### src/rtl/exc_entry_pkg.sv
// Shared definitions for the exception entry unit: event classes, status
// word bit positions, return-register indices and vector offsets.
// Assumes a 32-bit status word whose saved-mode bits sit one above the live ones.
package exc_entry_pkg;

    typedef enum logic [2:0] {
        EV_NONE  = 3'd0,
        EV_IRQ   = 3'd1,
        EV_HWEXC = 3'd2,
        EV_MMU   = 3'd3,
        EV_HWBRK = 3'd4,
        EV_SWBRK = 3'd5
    } ev_class_e;

    localparam int ST_IE  = 1;
    localparam int ST_BIP = 3;
    localparam int ST_EIP = 9;
    localparam int ST_UM  = 11;
    localparam int ST_VM  = 13;
    localparam int N_MODE = 2;

    localparam int SYN_DS    = 12;
    localparam int SYN_STORE = 10;

    localparam logic [1:0] ACC_LOAD  = 2'd0;
    localparam logic [1:0] ACC_STORE = 2'd1;
    localparam logic [1:0] ACC_FETCH = 2'd2;

    localparam logic [4:0] RA_IRQ = 5'd14;
    localparam logic [4:0] RA_BRK = 5'd16;
    localparam logic [4:0] RA_EXC = 5'd17;

    localparam int VOFS_IRQ = 'h10;
    localparam int VOFS_BRK = 'h18;
    localparam int VOFS_EXC = 'h20;

endpackage

### src/rtl/exc_arbiter.sv
// Selects the single event taken this cycle.
// Assumes requests are level signals sampled in the same cycle as the status word.
// Fixed order: memory fault, hardware exception, hardware break, software break, interrupt.
module exc_arbiter
    import exc_entry_pkg::*;
#(
    parameter int XLEN   = 32,
    parameter bit EXC_EN = 1'b1
) (
    input  logic [XLEN-1:0] msr_i,
    input  logic            in_dslot_i,
    input  logic            imm_pend_i,
    input  logic            irq_i,
    input  logic            hwexc_req_i,
    input  logic            mmu_req_i,
    input  logic            hwbrk_req_i,
    input  logic            swbrk_req_i,
    output ev_class_e       cls_o
);

    logic hwexc_ok;
    logic irq_ok;

    // Gate the hardware exception request by the build-time option.
    generate
        if (EXC_EN) begin : g_exc_on
            assign hwexc_ok = hwexc_req_i;
        end else begin : g_exc_off
            assign hwexc_ok = 1'b0;
        end
    endgenerate

    // Interrupt is only accepted in a quiet, enabled state.
    assign irq_ok = irq_i && msr_i[ST_IE] && !msr_i[ST_EIP] && !msr_i[ST_BIP]
                    && !in_dslot_i && !imm_pend_i;

    // Priority pick.
    always_comb begin
        if (mmu_req_i)        cls_o = EV_MMU;
        else if (hwexc_ok)    cls_o = EV_HWEXC;
        else if (hwbrk_req_i) cls_o = EV_HWBRK;
        else if (swbrk_req_i) cls_o = EV_SWBRK;
        else if (irq_ok)      cls_o = EV_IRQ;
        else                  cls_o = EV_NONE;
    end

endmodule

### src/rtl/exc_msr_update.sv
// Computes the status word written on handler entry.
// Assumes each saved-mode bit sits one position above its live bit.
module exc_msr_update
    import exc_entry_pkg::*;
#(
    parameter int XLEN = 32
) (
    input  ev_class_e       cls_i,
    input  logic [XLEN-1:0] msr_i,
    output logic [XLEN-1:0] msr_o
);

    localparam int MODE_POS [N_MODE] = '{ST_UM, ST_VM};

    logic [XLEN-1:0] saved;

    // Shift each live mode bit into its saved slot and clear the live bit.
    generate
        for (genvar k = 0; k < N_MODE; k++) begin : g_mode
            if (k == 0) begin : g_first
                always_comb begin
                    saved = msr_i;
                    for (int j = 0; j < N_MODE; j++) begin
                        saved[MODE_POS[j] + 1] = msr_i[MODE_POS[j]];
                        saved[MODE_POS[j]]     = 1'b0;
                    end
                end
            end
        end
    endgenerate

    // Apply class-specific enable and in-progress bits.
    always_comb begin
        msr_o = saved;
        case (cls_i)
            EV_IRQ:             msr_o[ST_IE]  = 1'b0;
            EV_HWEXC, EV_MMU:   msr_o[ST_EIP] = 1'b1;
            EV_HWBRK, EV_SWBRK: msr_o[ST_BIP] = 1'b1;
            default:            msr_o = msr_i;
        endcase
    end

endmodule

### src/rtl/exc_syndrome.sv
// Computes target PC, return-address write, syndrome and side strobes for the
// chosen event. Purely combinational; the top registers the results.
module exc_syndrome
    import exc_entry_pkg::*;
#(
    parameter int          XLEN     = 32,
    parameter int          RF_AW    = 5,
    parameter logic [31:0] VEC_BASE = 32'h0000_0000
) (
    input  ev_class_e         cls_i,
    input  logic [XLEN-1:0]   pc_i,
    input  logic [XLEN-1:0]   esr_i,
    input  logic              in_dslot_i,
    input  logic              imm_pend_i,
    input  logic              br_imm_i,
    input  logic              mmu_miss_i,
    input  logic [1:0]        mmu_kind_i,
    output logic [XLEN-1:0]   pc_o,
    output logic              rf_we_o,
    output logic [RF_AW-1:0]  rf_addr_o,
    output logic [XLEN-1:0]   rf_data_o,
    output logic [XLEN-1:0]   esr_o,
    output logic              esr_we_o,
    output logic              ear_we_o,
    output logic              btr_we_o,
    output logic              flags_clr_o
);

    localparam logic [XLEN-1:0] VB = XLEN'(VEC_BASE);

    logic [XLEN-1:0] rewind;
    logic            is_fetch;
    logic            is_store;

    // Return-address rewind for a faulting access.
    always_comb begin
        if (in_dslot_i)      rewind = br_imm_i ? XLEN'(8) : XLEN'(4);
        else if (imm_pend_i) rewind = XLEN'(4);
        else                 rewind = '0;
    end

    assign is_fetch = (mmu_kind_i == ACC_FETCH);
    assign is_store = (mmu_kind_i == ACC_STORE);

    // Per-class outputs.
    always_comb begin
        pc_o        = '0;
        rf_we_o     = 1'b0;
        rf_addr_o   = '0;
        rf_data_o   = '0;
        esr_o       = esr_i;
        esr_we_o    = 1'b0;
        ear_we_o    = 1'b0;
        btr_we_o    = 1'b0;
        flags_clr_o = 1'b0;
        case (cls_i)
            EV_IRQ: begin
                pc_o      = VB + XLEN'(VOFS_IRQ);
                rf_we_o   = 1'b1;
                rf_addr_o = RF_AW'(RA_IRQ);
                rf_data_o = pc_i;
            end
            EV_HWEXC: begin
                pc_o          = VB + XLEN'(VOFS_EXC);
                rf_we_o       = 1'b1;
                rf_addr_o     = RF_AW'(RA_EXC);
                rf_data_o     = pc_i + XLEN'(4);
                esr_o[SYN_DS] = in_dslot_i;
                esr_we_o      = 1'b1;
                btr_we_o      = in_dslot_i;
                flags_clr_o   = 1'b1;
            end
            EV_MMU: begin
                pc_o             = VB + XLEN'(VOFS_EXC);
                rf_we_o          = 1'b1;
                rf_addr_o        = RF_AW'(RA_EXC);
                rf_data_o        = pc_i - rewind;
                esr_o            = '0;
                esr_o[4]         = 1'b1;
                esr_o[1]         = mmu_miss_i;
                esr_o[0]         = is_fetch;
                esr_o[SYN_STORE] = is_store;
                esr_o[SYN_DS]    = in_dslot_i;
                esr_we_o         = 1'b1;
                ear_we_o         = 1'b1;
                btr_we_o         = in_dslot_i;
                flags_clr_o      = 1'b1;
            end
            EV_HWBRK: begin
                pc_o      = VB + XLEN'(VOFS_BRK);
                rf_we_o   = 1'b1;
                rf_addr_o = RF_AW'(RA_BRK);
                rf_data_o = pc_i;
            end
            default: ;
        endcase
    end

endmodule

### src/rtl/exc_entry_unit.sv
// Top of the handler entry sequencer. Picks one event per cycle, computes the
// architectural updates and registers them with one-cycle write strobes.
// Assumes the core holds its inputs stable for the request cycle and applies
// the strobes on the following cycle. SW break targets the branch target input.
module exc_entry_unit
    import exc_entry_pkg::*;
#(
    parameter int          XLEN     = 32,
    parameter int          RF_AW    = 5,
    parameter logic [31:0] VEC_BASE = 32'h0000_0100,
    parameter bit          EXC_EN   = 1'b1
) (
    input  logic             clk,
    input  logic             rst_n,
    input  logic [XLEN-1:0]  pc_i,
    input  logic [XLEN-1:0]  msr_i,
    input  logic [XLEN-1:0]  esr_i,
    input  logic             in_dslot_i,
    input  logic             imm_pend_i,
    input  logic             br_imm_i,
    input  logic [XLEN-1:0]  br_target_i,
    input  logic             irq_i,
    input  logic             hwexc_req_i,
    input  logic             mmu_req_i,
    input  logic             mmu_miss_i,
    input  logic [1:0]       mmu_kind_i,
    input  logic [XLEN-1:0]  mmu_addr_i,
    input  logic             hwbrk_req_i,
    input  logic             swbrk_req_i,
    output logic             pc_we_o,
    output logic [XLEN-1:0]  pc_o,
    output logic             msr_we_o,
    output logic [XLEN-1:0]  msr_o,
    output logic             esr_we_o,
    output logic [XLEN-1:0]  esr_o,
    output logic             ear_we_o,
    output logic [XLEN-1:0]  ear_o,
    output logic             btr_we_o,
    output logic [XLEN-1:0]  btr_o,
    output logic             rf_we_o,
    output logic [RF_AW-1:0] rf_addr_o,
    output logic [XLEN-1:0]  rf_data_o,
    output logic             flags_clr_o,
    output logic             resv_clr_o,
    output logic             entry_done_o,
    output logic [2:0]       entry_class_o
);

    ev_class_e         cls;
    logic [XLEN-1:0]   msr_n;
    logic [XLEN-1:0]   pc_n;
    logic [XLEN-1:0]   esr_n;
    logic [XLEN-1:0]   rf_data_n;
    logic [RF_AW-1:0]  rf_addr_n;
    logic              rf_we_n, esr_we_n, ear_we_n, btr_we_n, fclr_n;
    logic              take;

    exc_arbiter #(.XLEN(XLEN), .EXC_EN(EXC_EN)) u_arb (
        .msr_i      (msr_i),
        .in_dslot_i (in_dslot_i),
        .imm_pend_i (imm_pend_i),
        .irq_i      (irq_i),
        .hwexc_req_i(hwexc_req_i),
        .mmu_req_i  (mmu_req_i),
        .hwbrk_req_i(hwbrk_req_i),
        .swbrk_req_i(swbrk_req_i),
        .cls_o      (cls)
    );

    exc_msr_update #(.XLEN(XLEN)) u_msr (
        .cls_i(cls),
        .msr_i(msr_i),
        .msr_o(msr_n)
    );

    exc_syndrome #(.XLEN(XLEN), .RF_AW(RF_AW), .VEC_BASE(VEC_BASE)) u_syn (
        .cls_i      (cls),
        .pc_i       (pc_i),
        .esr_i      (esr_i),
        .in_dslot_i (in_dslot_i),
        .imm_pend_i (imm_pend_i),
        .br_imm_i   (br_imm_i),
        .mmu_miss_i (mmu_miss_i),
        .mmu_kind_i (mmu_kind_i),
        .pc_o       (),
        .rf_we_o    (rf_we_n),
        .rf_addr_o  (rf_addr_n),
        .rf_data_o  (rf_data_n),
        .esr_o      (esr_n),
        .esr_we_o   (esr_we_n),
        .ear_we_o   (ear_we_n),
        .btr_we_o   (btr_we_n),
        .flags_clr_o(fclr_n)
    );

    assign take = (cls != EV_NONE);

    // Software break jumps to the branch target; all others use the vector.
    logic [XLEN-1:0] pc_vec;
    exc_syndrome #(.XLEN(XLEN), .RF_AW(RF_AW), .VEC_BASE(VEC_BASE)) u_vec (
        .cls_i      (cls),
        .pc_i       (pc_i),
        .esr_i      (esr_i),
        .in_dslot_i (in_dslot_i),
        .imm_pend_i (imm_pend_i),
        .br_imm_i   (br_imm_i),
        .mmu_miss_i (mmu_miss_i),
        .mmu_kind_i (mmu_kind_i),
        .pc_o       (pc_vec),
        .rf_we_o    (),
        .rf_addr_o  (),
        .rf_data_o  (),
        .esr_o      (),
        .esr_we_o   (),
        .ear_we_o   (),
        .btr_we_o   (),
        .flags_clr_o()
    );
    assign pc_n = (cls == EV_SWBRK) ? br_target_i : pc_vec;

    // Register the entry results; strobes last one cycle.
    always_ff @(posedge clk) begin
        if (!rst_n) begin
            pc_we_o       <= 1'b0;
            pc_o          <= '0;
            msr_we_o      <= 1'b0;
            msr_o         <= '0;
            esr_we_o      <= 1'b0;
            esr_o         <= '0;
            ear_we_o      <= 1'b0;
            ear_o         <= '0;
            btr_we_o      <= 1'b0;
            btr_o         <= '0;
            rf_we_o       <= 1'b0;
            rf_addr_o     <= '0;
            rf_data_o     <= '0;
            flags_clr_o   <= 1'b0;
            resv_clr_o    <= 1'b0;
            entry_done_o  <= 1'b0;
            entry_class_o <= EV_NONE;
        end else begin
            pc_we_o       <= take;
            pc_o          <= pc_n;
            msr_we_o      <= take;
            msr_o         <= msr_n;
            esr_we_o      <= esr_we_n;
            esr_o         <= esr_n;
            ear_we_o      <= ear_we_n;
            ear_o         <= mmu_addr_i;
            btr_we_o      <= btr_we_n;
            btr_o         <= br_target_i;
            rf_we_o       <= rf_we_n;
            rf_addr_o     <= rf_addr_n;
            rf_data_o     <= rf_data_n;
            flags_clr_o   <= fclr_n;
            resv_clr_o    <= take;
            entry_done_o  <= take;
            entry_class_o <= cls;
        end
    end

    AST_IRQ_QUALIFIED: assert property (@(posedge clk) disable iff (!rst_n)
        (entry_done_o && entry_class_o == EV_IRQ) |->
        ($past(msr_i[ST_IE]) && !$past(msr_i[ST_EIP]) && !$past(msr_i[ST_BIP])
         && !$past(in_dslot_i) && !$past(imm_pend_i)));
    AST_MMU_WINS: assert property (@(posedge clk) disable iff (!rst_n)
        ($past(rst_n) && $past(mmu_req_i)) |-> (entry_done_o && entry_class_o == EV_MMU));
    AST_MODE_SAVED: assert property (@(posedge clk) disable iff (!rst_n)
        msr_we_o |-> (msr_o[ST_VM + 1] == $past(msr_i[ST_VM]) && !msr_o[ST_VM]
                      && msr_o[ST_UM + 1] == $past(msr_i[ST_UM]) && !msr_o[ST_UM]));
    AST_FLAGS_CLR_CLASS: assert property (@(posedge clk) disable iff (!rst_n)
        flags_clr_o |-> (entry_class_o == EV_HWEXC || entry_class_o == EV_MMU));
    AST_BTR_DSLOT: assert property (@(posedge clk) disable iff (!rst_n)
        btr_we_o |-> (esr_we_o && esr_o[SYN_DS]));
    AST_STORE_BIT: assert property (@(posedge clk) disable iff (!rst_n)
        (entry_done_o && entry_class_o == EV_MMU) |->
        (esr_o[SYN_STORE] == ($past(mmu_kind_i) == ACC_STORE)));

endmodule

### config.mk
export PLATFORM = sky130hd
export DESIGN_NAME = exc_entry_unit
export DESIGN_NICKNAME = d
export VERILOG_FILES = /design/src/rtl/exc_entry_pkg.sv /design/src/rtl/exc_arbiter.sv /design/src/rtl/exc_msr_update.sv /design/src/rtl/exc_syndrome.sv /design/src/rtl/exc_entry_unit.sv
export SDC_FILE = /design/constraint.sdc
export NUM_CORES = 1
export LEC_CHECK = 0
export BUFFER_PORTS_ARGS = -buffer_cell sky130_fd_sc_hd__buf_2
export CORE_AREA = 3 3 148 150
export CTS_BUF_LIST = sky130_fd_sc_hd__clkbuf_4 sky130_fd_sc_hd__clkbuf_8 sky130_fd_sc_hd__clkbuf_16
export CTS_CLUSTER_SIZE = 25
export DETAILED_ROUTE_END_ITERATION = 12
export DIE_AREA = 0 0 151 153
export HOLD_SLACK_MARGIN = 0.15
export PLACE_DENSITY = 0.62
export SLEW_MARGIN = 20
export SYNTH_ARGS = -nofsm -noshare
export SYNTH_HDL_FRONTEND = slang
export SYNTH_SLANG_ARGS = --single-unit
### constraint.sdc
create_clock -name clk -period 4.3 [get_ports clk]
set_input_delay 1.075 -clock clk [delete_from_list [all_inputs] [get_ports clk]]
set_output_delay 1.075 -clock clk [all_outputs]
set_load 0.05 [all_outputs]
# Word-level counts from Yosys, hierarchy flattened
# Index checks and enable logic that the tools add are counted.
[word_totals] wordCells=65 out_inout_bits=209 inputBits=173 reg_bits=205
[classes] n_addsub=2 bitwise=1 n_reduce_logical=19 mux=20 eq_ne=7
[op_table] cell="32-bit case mux with 3 select lines" count=1
[op_table] cell="32-bit 2-to-1 mux" count=2
[op_table] cell="32-bit by 3-bit adder with 32-bit output (second input constant)" count=1
[op_table] cell="32-bit subtractor" count=1
[op_table] cell="9-bit case mux with 3 select lines" count=1
[op_table] cell="3-bit 2-to-1 mux" count=5
[op_table] cell="5-bit case mux with 3 select lines" count=1
[op_table] cell="11-bit 2-to-1 mux" count=1
[op_table] cell="2-bit OR reduction" count=5
[op_table] cell="1-bit 2-to-1 mux" count=7
[op_table] cell="3-bit by 2-bit equality test with 1-bit output (second input constant)" count=2
[op_table] cell="3-bit equality test (second input constant)" count=2
[op_table] cell="6-bit OR reduction" count=1
[op_table] cell="1-bit logical AND" count=5
[op_table] cell="5-bit 2-to-1 mux" count=1
[op_table] cell="5-bit OR reduction" count=1
[op_table] cell="1-bit zero test" count=4
[op_table] cell="4-bit 2-to-1 mux" count=1
[op_table] cell="4-bit OR reduction" count=1
[op_table] cell="3-bit by 1-bit equality test with 1-bit output (second input constant)" count=1
[op_table] cell="3-bit nonzero test" count=1
[op_table] cell="2-bit by 1-bit equality test with 1-bit output (second input constant)" count=1
[op_table] cell="2-bit equality test (second input constant)" count=1
[op_table] cell="2-bit AND reduction" count=1
[op_table] cell="1-bit NOT" count=1

# Longest topological paths before layout
[depth] word_depth=14 mapped_depth=14 depth_no_buf=14

# Hierarchy
# A second synthesis with hierarchy kept.
[unflattened] cells_unflattened=1307 area_unflattened_um2=11202.0
[by_module_without_submodules] module="exc_entry_unit" n_inst=1 cells_each=507 area_each_um2=5931.9 seq_area_each_um2=4124.0
[by_module_without_submodules] module="exc_syndrome (u_vec)" n_inst=1 cells_each=387 area_each_um2=2502.4 seq_area_each_um2=0.0
[by_module_without_submodules] module="exc_syndrome (u_syn)" n_inst=1 cells_each=370 area_each_um2=2443.6 seq_area_each_um2=0.0
[by_module_without_submodules] module="exc_msr_update" n_inst=1 cells_each=36 area_each_um2=280.3 seq_area_each_um2=0.0
[by_module_without_submodules] module="exc_arbiter" n_inst=1 cells_each=7 area_each_um2=43.8 seq_area_each_um2=0.0

# Worst setup path after synthesis
# OpenSTA, ideal clock, no wires.
[synth_timing] path_kind="input -> register" from="input port mmu_req_i" to="register rf_data_o[24]" stages=12 path_buffers=2 t_required_ns=4.183 setup_ns=0.117 arrival_time_ns=3.804 slack_ns=0.379 path_cell_list="clkbuf_8 clkbuf_1 ha_1 o21ai_1 a21oi_1 o311ai_2 a21boi_2 o2111ai_2 a21o_1 a21boi_1 or3_1 a32o_1"
[synth_via] elab_chain_len=4 elab_cells_between_ends=7 classes_between="eq/ne (4); mux (2); reduce/logical (1)"
[synth_rtl] element="from (decl)" line="exc_entry_unit.sv:24" text="input logic mmu_req_i,"
[synth_rtl] element="3-bit 2-to-1 mux (*)" line="exc_arbiter.sv:39" text="if (mmu_req_i) cls_o = EV_MMU;"
[synth_rtl] element="3-bit by 1-bit equality test with 1-bit output / 3-bit equality test (equally long branches)"
[synth_rtl] element="2-bit OR reduction (no line)"
[synth_rtl] element="32-bit case mux with 3 select lines (*)" line="exc_syndrome.sv:56" text="case (cls_i)"
[synth_rtl] element="to (signal assigned)" line="exc_entry_unit.sv:154" text="rf_data_o <= rf_data_n;"
[synth_rtl] element="to (decl)" line="exc_entry_unit.sv:42" text="output logic [XLEN-1:0] rf_data_o,"
# Every way passes the cells marked *; elsewhere a longest branch is shown, timed or not.
# A chain may end at the register's enable or synchronous reset.

# Worst setup path after layout
[layout_timing] from="input port in_dslot_i" to="register rf_data_o[26]"
[layout_via] elab_chain_len=11 elab_cells_between_ends=16 classes_between="add/sub (1); eq/ne (4); mux (7); reduce/logical (4)"
[layout_rtl] element="from (decl)" line="exc_entry_unit.sv:18" text="input logic in_dslot_i,"
[layout_rtl] element="branches (longest 10 deep; another with 32-bit subtractor)"
[layout_rtl] element="32-bit case mux with 3 select lines (*)" line="exc_syndrome.sv:56"
# Mark *: on every way between the ends.

==> metrics.yaml <==
global_route:
  first_global_vias: 6317
  grt_max_degree: 58
  grt_overflow: 0
  grt_pass1_wl_um: 35800
  grt_usage_pct: 19.8
  antenna_found_initial: 3
final_layout:
  final_cell_mix: "buf_2 (381), dfxtp_1 (201), and2_1 (121), nand2_1 (55), and3_1 (32)"
  fillers: 2017
  syn_to_final_growth_pct: 39.3
  finalInstanceArea_mm2: 0.0102
  stdcell_count: 1380
  multi_input_area_mm2: 0.00305
  final_util_pct: 49.2
  regArea_mm2: 0.00402
  drive_above_1_share_pct: 40.8
  final_nets: 1294
  final_common_cell: "buf_2"
synthesis:
  ys.flop_type: "dfxtp_1"
  synth_cell_type_count: 60
  synthesis.nets: 920
  yosysSeqAreaShare_pct: 54.7
  yosys_warnings: 0
  async_flop_share_pct: 0
  ys_ff_latch: 201
  synth_edf_count: 0
  syn-cell-area_mm2: 0.00736
  postSynthAreaPerCell_um2: 10.3
  synthCells: 717
setup_path:
  crit_required_ps: 4700
  cp_slowest_cell: "fa_1"
  path_buf_inv: 1
  critPathTopFamily: "compound AO/OA/AOI/OAI gates"
  path_max_fanout: 4
  crit_arrival_ps: 3850
  cp-start-kind: "primary input"
  cp-end-kind: "flip-flop"
  critPathMaxStageDelay_ps: 380
  crit_chain: "buf_2 -> o21ai_0 -> nand2_1 -> ha_1 -> fa_1 -> nand2b_1 -> a21oi_1 -> o311ai_2 -> a21boi_2 -> o2111ai_2 -> a211oi_2 -> o21ai_1 -> a21o_1 -> a32o_1"
  path_class: "primary input to flip-flop"
place:
  numPortBuffers: 381
  place_area_mm2: 0.00945
  hpwl_um: 18700
  placed_cells: 1341
  pre_cts_ws_ps: 312
  gp_congestion: 0.836
power_and_ir_drop:
  p_leak_nw: 5.26
  pwr_density_cell_mw_per_mm2: 486
  total_power_mw: 4.98
  ir_drop_mv: 0.302
sta:
  post-route-min-period_ps: 3450
  setup_viol: 0
  hold_viol_final: 0
  tns_ps: 0
  layout_setup_ws_ps: 849
  max_freq_ghz: 0.290
  worst_pin_slew_ps: 571
  slew_violations: 0
  finalCritPeriodShare_pct: 80.3
  worst_hold_slack_ps: 765
  rsz0062_at_grt: "false"
  slew_headroom_pct: 62.0
cts:
  tritoncts: "yes"
  clk_pin_slew_ps: 60
  ctsHoldBuffers: 0
  postCtsSetupBuffers: 0
  cts_made_buffers: 23
  root_buffer: "clkbuf_16"
  clockBufferDepth: 3
  h-tree-depth: 1
  ctsResizeCount: 0
  clkSinkCount: 201
floorplan:
  start_util_pct: 35.3
  io_pins: 382
  die_x_um: 151
  placementRows: 53
  die-area_mm2: 0.0231
  core-area_mm2: 0.0208
  die_h_um: 153
drt:
  dr_total_vias: 6378
  wirelength_um: 24200
  drt_first_pass_iters: 5
  via_per_inst: 4.62
  wl_per_cell_um: 17.5
  drc: 0
  antenna_left: 0
  drt_iter0_drc: 288
run_status:
  status: "complete, no violations"
min_path:
  hp-class: "primary input to flip-flop"
flow_run:
  max_cap_viol_count: 0
-- final timing paths --
kind	start	endpoint	depth (start not counted)
setup / recovery	in_dslot_i	rf_data_o[26]	14
hold / removal	mmu_addr_i[14]	ear_o[14]	2
-- flip-flops by register name, summed over array words and instances, names as in the netlist, 2 cells and up --
register,cells
rf_data_o,32
rf_addr_o,3
btr_o,32
entry_class_o,2
pc_o,32
esr_o,32
ear_o,32
msr_o,32
-- layer usage --
metal	part of all wire [%]	wire length, um	GRT usage [%]
met5	0.11	27	0
met1	40	9660	23.7
met4	3.1	747	6.39
met3	8.0	1940	4.62
met2	49	11800	34.8
-- power breakdown --
| group | switching, mW | leakage [nW] | internal, mW |
|---|---|---|---|
| registers | 0.0282 | 1.66 | 1.97 |
| clock network | 0.775 | 0.392 | 1.24 |
| logic | 0.685 | 3.20 | 0.282 |
-- cell usage after synthesis (all sizes together) (10+ instances only) --
cell,n,share of area [%]
and3,33,2.8
a21o,17,1.8
clkbuf,31,2.1
dfxtp,201,55
xor2,10,1.2
o21ai,45,3.1
inv,16,0.82
nand2,55,2.8
and2,123,10
nor2,13,0.66
ha,29,4.9
a21oi,30,2.1
-- logic make-up after synthesis --
group           count (synthesis)  synth area share, %
compound gates                140                 13.1
xor+xnor                       18                 2.14
fa+ha+maj                      30                 5.21
buf+inv                        57                 3.96
flops                         201                 54.7
mux                             2                0.272
simple gates                  269                 20.6
-- final cells by class --
type / instances / area share (%)
Antenna cell: 1 / 0.0244
Inverter: 17 / 0.623
Clock buffer: 30 / 6.25
Sequential cell: 201 / 39.3
Timing Repair Buffer: 389 / 19.2
Clock inverter: 8 / 1.45
Multi-Input combinational cell: 459 / 29.8
Tap cell: 275 / 3.36
No activity file was read; power rests on OpenSTA's default activity.
